`src/rtl/lkarb_pkg.sv`:
```
package lkarb_pkg;

  // Ownership state of the shared slave
  typedef enum logic [1:0] {
    LK_IDLE  = 2'd0,  // rotating arbitration
    LK_HELD  = 2'd1,  // one master owns the slave
    LK_DRAIN = 2'd2   // closing request accepted, waiting for owner to empty
  } lk_state_e;

endpackage

```
`src/rtl/lkarb_rr_pick.sv`:
```
module lkarb_rr_pick #(
  parameter int N  = 4,
  parameter int IW = 2
) (
  input  logic          clk,
  input  logic          rst_n,
  input  logic [N-1:0]  elig,
  input  logic          adv,
  output logic [N-1:0]  gnt,
  output logic [IW-1:0] gnt_idx,
  output logic          any
);

  logic [IW-1:0] ptr_q;

  always_comb begin
    int            sum_i;
    logic [IW-1:0] cand;
    gnt     = '0;
    gnt_idx = '0;
    any     = 1'b0;
    for (int k = 1; k <= N; k++) begin
      sum_i = int'(ptr_q) + k;
      if (sum_i >= N) sum_i = sum_i - N;
      cand = IW'(sum_i);
      if (!any && elig[cand]) begin
        any     = 1'b1;
        gnt_idx = cand;
      end
    end
    if (any) gnt[gnt_idx] = 1'b1;
  end

  always_ff @(posedge clk or negedge rst_n) begin
    if (!rst_n) begin
      ptr_q <= IW'(N - 1);
    end else if (adv) begin
      ptr_q <= gnt_idx;
    end
  end


  one_pick_chk: assert property (@(posedge clk) disable iff (!rst_n)
    $onehot0(gnt));


  pick_elig_chk: assert property (@(posedge clk) disable iff (!rst_n)
    (gnt & ~elig) == '0);

endmodule

```
`src/rtl/lkarb_pend_cnt.sv`:
```
module lkarb_pend_cnt #(
  parameter int W = 3
) (
  input  logic         clk,
  input  logic         rst_n,
  input  logic         inc,
  input  logic         dec,
  output logic [W-1:0] cnt,
  output logic         nz,
  output logic         full,
  output logic         one
);

  logic [W-1:0] cnt_q, cnt_d;
  logic         dec_ok, cnt_en;

  assign dec_ok = dec && (cnt_q != '0);
  assign cnt_en = inc ^ dec_ok;

  always_comb begin
    cnt_d = cnt_q;
    if (inc) cnt_d = cnt_q + 1'b1;
    else if (dec_ok) cnt_d = cnt_q - 1'b1;
  end

  always_ff @(posedge clk or negedge rst_n) begin
    if (!rst_n) begin
      cnt_q <= '0;
    end else if (cnt_en) begin
      cnt_q <= cnt_d;
    end
  end

  assign cnt  = cnt_q;
  assign nz   = (cnt_q != '0);
  assign full = (cnt_q == '1);
  assign one  = (cnt_q == W'(1));


  no_overflow_chk: assert property (@(posedge clk) disable iff (!rst_n)
    full |-> !inc);


  cnt_step_chk: assert property (@(posedge clk) disable iff (!rst_n)
    (inc && !dec) |=> (cnt_q == $past(cnt_q) + 1'b1));

endmodule

```
`src/rtl/lkarb_lock_ctl.sv`:
```
module lkarb_lock_ctl
  import lkarb_pkg::*;
#(
  parameter int N  = 4,
  parameter int IW = 2
) (
  input  logic          clk,
  input  logic          rst_n,
  input  logic          acc,
  input  logic [IW-1:0] acc_src,
  input  logic          acc_lock,
  input  logic          c_valid,
  input  logic [IW-1:0] c_src,
  input  logic [N-1:0]  pend_one,
  input  logic [N-1:0]  gnt,
  output lk_state_e     st,
  output logic [IW-1:0] owner
);

  lk_state_e     st_q, st_d;
  logic [IW-1:0] owner_q, owner_d;
  logic          st_en;
  logic          own_done;
  logic [N-1:0]  own_mask;

  assign own_done = c_valid && (c_src == owner_q) && pend_one[owner_q];

  always_comb begin
    st_d    = st_q;
    owner_d = owner_q;
    unique case (st_q)
      LK_IDLE: begin
        if (acc && acc_lock) begin
          st_d    = LK_HELD;
          owner_d = acc_src;
        end
      end
      LK_HELD: begin
        if (acc && !acc_lock) st_d = LK_DRAIN;
      end
      LK_DRAIN: begin
        if (own_done) st_d = LK_IDLE;
      end
      default: st_d = LK_IDLE;
    endcase
  end

  assign st_en = (st_d != st_q) || (owner_d != owner_q);

  always_ff @(posedge clk or negedge rst_n) begin
    if (!rst_n) begin
      st_q    <= LK_IDLE;
      owner_q <= '0;
    end else if (st_en) begin
      st_q    <= st_d;
      owner_q <= owner_d;
    end
  end

  assign st    = st_q;
  assign owner = owner_q;

  always_comb begin
    own_mask          = '0;
    own_mask[owner_q] = 1'b1;
  end


  held_excl_chk: assert property (@(posedge clk) disable iff (!rst_n)
    (st_q == LK_HELD) |-> ((gnt & ~own_mask) == '0));


  held_keep_chk: assert property (@(posedge clk) disable iff (!rst_n)
    (st_q == LK_HELD && acc && acc_lock) |=> (st_q == LK_HELD));


  drain_quiet_chk: assert property (@(posedge clk) disable iff (!rst_n)
    (st_q == LK_DRAIN) |-> (gnt == '0));


  release_cpl_chk: assert property (@(posedge clk) disable iff (!rst_n)
    (st_q == LK_IDLE && $past(st_q) == LK_DRAIN) |-> $past(c_valid && c_src == owner_q));

endmodule

```
`src/rtl/lkarb_top.sv`:
```
module lkarb_top
  import lkarb_pkg::*;
#(
  parameter int NUM_M  = 4,
  parameter int PEND_W = 3,
  localparam int IW    = $clog2(NUM_M)
) (
  input  logic             clk,
  input  logic             rst_n,
  input  logic [NUM_M-1:0] m_valid,
  input  logic [NUM_M-1:0] m_lock,
  input  logic [NUM_M-1:0] m_write,
  output logic [NUM_M-1:0] m_ready,
  output logic [NUM_M-1:0] m_grant,
  output logic             s_valid,
  output logic [IW-1:0]    s_src,
  output logic             s_write,
  output logic             s_lock,
  input  logic             s_ready,
  input  logic             c_valid,
  input  logic [IW-1:0]    c_src
);

  lk_state_e        st;
  logic [IW-1:0]    owner;
  logic [NUM_M-1:0] elig;
  logic [NUM_M-1:0] gnt;
  logic [IW-1:0]    gnt_idx;
  logic             any;
  logic             acc;
  logic [NUM_M-1:0] pend_nz, pend_full, pend_one;
  logic [PEND_W-1:0] pend_cnt [NUM_M];

  // Eligibility per master under the current ownership state
  always_comb begin
    for (int m = 0; m < NUM_M; m++) begin
      unique case (st)
        LK_IDLE:  elig[m] = m_valid[m] && !pend_full[m] && !(m_lock[m] && pend_nz[m]);
        LK_HELD:  elig[m] = m_valid[m] && !pend_full[m] && (owner == IW'(m));
        default:  elig[m] = 1'b0;
      endcase
    end
  end

  lkarb_rr_pick #(.N(NUM_M), .IW(IW)) u_pick (
    .clk     (clk),
    .rst_n   (rst_n),
    .elig    (elig),
    .adv     (acc),
    .gnt     (gnt),
    .gnt_idx (gnt_idx),
    .any     (any)
  );

  assign acc     = any && s_ready;
  assign m_grant = gnt;
  assign m_ready = gnt & {NUM_M{s_ready}};
  assign s_valid = any;
  assign s_src   = gnt_idx;
  assign s_write = any && m_write[gnt_idx];
  assign s_lock  = any && m_lock[gnt_idx];

  for (genvar g = 0; g < NUM_M; g++) begin : g_pend
    lkarb_pend_cnt #(.W(PEND_W)) u_cnt (
      .clk   (clk),
      .rst_n (rst_n),
      .inc   (acc && gnt[g]),
      .dec   (c_valid && (c_src == IW'(g))),
      .cnt   (pend_cnt[g]),
      .nz    (pend_nz[g]),
      .full  (pend_full[g]),
      .one   (pend_one[g])
    );
  end

  lkarb_lock_ctl #(.N(NUM_M), .IW(IW)) u_lock (
    .clk      (clk),
    .rst_n    (rst_n),
    .acc      (acc),
    .acc_src  (gnt_idx),
    .acc_lock (s_lock),
    .c_valid  (c_valid),
    .c_src    (c_src),
    .pend_one (pend_one),
    .gnt      (gnt),
    .st       (st),
    .owner    (owner)
  );


  one_grant_chk: assert property (@(posedge clk) disable iff (!rst_n)
    $onehot0(m_grant));


  lock_start_chk: assert property (@(posedge clk) disable iff (!rst_n)
    (s_valid && s_lock && st == LK_IDLE) |-> (pend_cnt[s_src] == '0));


  ready_slave_chk: assert property (@(posedge clk) disable iff (!rst_n)
    !s_ready |-> (m_ready == '0));

endmodule

```
`config.mk`:
```
export PLATFORM = sky130hd
export DESIGN_NAME = lkarb_top
export DESIGN_NICKNAME = d
export VERILOG_FILES = /design/src/rtl/lkarb_pkg.sv /design/src/rtl/lkarb_rr_pick.sv /design/src/rtl/lkarb_pend_cnt.sv /design/src/rtl/lkarb_lock_ctl.sv /design/src/rtl/lkarb_top.sv
export SDC_FILE = /design/constraint.sdc
export NUM_CORES = 1
export LEC_CHECK = 0
export BUFFER_PORTS_ARGS = -buffer_cell sky130_fd_sc_hd__buf_4
export CORE_MARGIN = 2
export CORE_UTILIZATION = 57
export DETAILED_ROUTE_END_ITERATION = 7
export PLACE_DENSITY = 0.9
export SETUP_SLACK_MARGIN = 0.1
export SLEW_MARGIN = 20
export SYNTH_ARGS = -nofsm -noshare
export SYNTH_HDL_FRONTEND = slang
export SYNTH_HIERARCHICAL = 1
export SYNTH_SLANG_ARGS = --single-unit
export TNS_END_PERCENT = 20
```
`constraint.sdc`:
```
create_clock -name clk -period 3.5 [get_ports clk]
set_input_delay 0.35 -clock clk [delete_from_list [all_inputs] [get_ports clk]]
set_output_delay 0.35 -clock clk [all_outputs]
set_load 0.02 [all_outputs]
```
==> results.toml <==
[global_routing]
grt_overflow = 0
antenna_found_initial = 0
grt_pass1_wl_um = 7050
first_global_vias = 1546
grt_max_degree = 19
grt_usage_pct = 25.6

[route]
vias = 1693
wl_per_cell_um = 15.3
drtIter0Drc = 134
drtPass1Iterations = 4
drt-total-wl_um = 4420
via_per_inst = 5.84
post-route-drc-count = 0
ant_nets = 0

[finish]
final_common_cell = "buf_4"
nFillCells = 261
multi_input_area_um2 = 1350
nNetsFinal = 285
final_util_pct = 73.2
layout-area-overhead-vs-synth_pct = 21.4
seqCellArea_um2 = 454
drive_gt1_share_pct = 28.9
layout_common_cells = "buf_4, nand2_1, ha_1"
diodes = 0

[synth]
syn_nets = 246
synth.avg_cell_area_um2 = 8.84
synth_cell_type_count = 46
yosys.area_share.simple_pct = 29.5
synth_area_leader_cell = "dfrtp_1"
yosys.area_share.adder_pct = 13.6
ys_seq_area_share_pct = 24.6
ys_ff_latch = 18
synthArstFlopShare_pct = 100
ys_warn_count = 6
ys_top_cells_by_area = "dfrtp_1, ha_1, nand2_1"
ys.flop_type = "dfrtp_1"
postSynthCellCount = 208
synthMuxAreaShare_pct = 5.85
synth_top_area_share_pct = 21.8
synth_top_family_by_area = "simple AND/OR/NAND/NOR gates"
synthesis.area_um2 = 1840
synth_edf_count = 0
synth-xor-area-share_pct = 4.76
synth_compound_area_share_pct = 16.0

[power_and_ir_drop]
p_clk_share_pct = 5.7
p_seq_share_pct = 21.9
p_leak_nw = 1.05
power_switching_mw = 1.02
cellPowerDensity_nw_per_um2 = 931
internal_power_mw = 1.06
peakVddDrop_mv = 0.494
combinationalPowerShare_pct = 72.4
p_sw_share_pct = 49.2

[floorplanning]
start_util_pct = 60.2
die_x_um = 60.8
die_y_um = 60.8
io_pins = 31
rows = 20
core-area_um2 = 3050
dieArea_um2 = 3700

[setup_path]
ff2ff_setup_slack_ns = 0.40
required_ns = 3.15
r2r-end = "u_lock/owner[1]"
crit_path_start_kind = "register"
path_max_fanout = 5
path_class = "reg2out"
reg2reg_depth = 14
r2r-start = "g_pend[3].u_cnt/cnt[1]"
endpoint_kind = "output port"
arrival_ns = 2.95

[sta]
hold_violations = 0
period_share_pct = 94.3
setup_viol = 0
setup_tns_ns = 0
tightestPinTransition_ns = 0.709
fmax_ghz = 0.303
max_slew_margin_pct = 52.6
rsz0062_at_grt = "false"
slew_violations = 0
finalCriticalPeriod_ns = 3.30
skew_ns = 0.00510

[cts]
clock_latency_ns = 0.31
cts-root-buf = "clkbuf_4"
clk_pin_slew_ns = 0.11
cts_buffers = 3
h-tree-depth = 1
cts_sinks = 18
cts_tree = "done"
clk_path_buf_depth = 2

[place]
portBuffers = 30
hpwl_um = 3300
gp_congestion = 0.951

[status]
status = "finished clean"

[flow_run]
drv_cap = 0

[min_path]
hold_class = "in2reg"
whs_path_depth = 2
hold_start = "c_valid"
whs_endpoint = "u_lock/st[1]"
[per-stage QoR]
stage | setup slack, ns | hold WS [ns] | cells | cell area (µm²) | power, mW
6_report | 0.201 | 0.267 | 290 | 2230 | 2.08
5_1_grt | 0.0950 | 0.264 | 290 | 2230 | 2.25
4_1_cts | 0.104 | 0.258 | 289 | 2180 | 2.00
3_5_place_dp | 0.230 | 0.240 | 282 | 2120 | 1.84
3_3_place_gp | 0.344 | 0.238 | 282 | 2120 | 1.79
2_1_floorplan | 0.212 | 0.0544 | 208 | 1850 | 1.45
[routing by layer]
layer  track usage, %  wire [µm]  vias to the layer above
li1                 -          -                      819
met1             33.7       2040                      818
met2             44.1       2160                       49
met3             2.35        174                        7
met4             8.39         57                        0
met5                0          0                        -
[how the worst max path moves through the flow]
| stage | startpoint | to | slack (ns) | cells after the start |
|---|---|---|---|---|
| final | g_pend[3].u_cnt/cnt[1] | s_write | 0.20 | 11 |
| after global routing | g_pend[3].u_cnt/cnt[1] | s_lock | 0.09 | 11 |
| after CTS | g_pend[3].u_cnt/cnt[1] | s_write | 0.10 | 11 |
| after detailed placement | g_pend[0].u_cnt/cnt[0] | u_lock/owner[1] | 0.23 | 13 |
| after global placement | g_pend[0].u_cnt/cnt[1] | u_lock/owner[1] | 0.34 | 13 |
| after floorplan | g_pend[1].u_cnt/cnt[1] | u_lock/owner[0] | 0.21 | 13 |
[cell type report]
| class | count | share of cell area, % |
|---|---|---|
| clock buffer | 4 | 1.18 |
| timing repair buffer | 38 | 12.9 |
| tap | 44 | 2.46 |
| multi-input combinational | 170 | 60.4 |
| inverter | 16 | 2.69 |
| sequential | 18 | 20.3 |
[cells in the mapped netlist (all sizes together) (5+ instances only)]
cell    count
nand2      23
ha         20
dfrtp      16
inv        16
nor2       16
nand2b     12
a21oi      11
nand3       9
and2        8
and3        8
xor2        6
nor2b       5
[timing repair]
| item | 4_1_cts | 5_1_grt |
|---|---|---|
| setup endpoints to repair | 2 | 2 |
| endpoints found under the hold margin | 16 | 0 |
| buffers inserted | 2 | 1 |
| gates resized for setup | 3 | 13 |
| hold buffers | 1 | 0 |
| pin swaps | 2 | 1 |
[worst max-delay path, stage by stage, from the launching register on]
cell and delay (ns):
dfrtp_1 0.43, inv_1 0.11, ha_2 0.21, nand2b_1 0.14, and3_1 0.23, nor3_4 0.17, a21boi_2 0.21, o21bai_2 0.10
nand2_2 0.13, mux4_1 0.57, and2_1 0.18, buf_4 0.15
[sequential cells by signal, indices dropped and copies added, names as in the netlist]
name              count
g_pend.u_cnt/cnt     12
u_lock/owner          2
u_pick/ptr_q          2
u_lock/st             2
[power groups by stage]
stage	clock (mW)	sequential, mW	combinational, mW
after detailed placement	0	0.457	1.38
after global routing	0.127	0.472	1.65
after floorplan	0	0.428	1.02
final	0.118	0.456	1.50
after global placement	0	0.448	1.34
after CTS	0.121	0.448	1.43
[kinds of logic after synthesis]
group	after synthesis
AND/OR/NAND/NOR	97
adder cells (fa/ha/maj)	20
multiplexers	6
flip-flops	18
buffers and inverters	20
XOR/XNOR	10
AO/OA/AOI/OAI	37
Note: power is estimated with default switching activity, not from simulation.
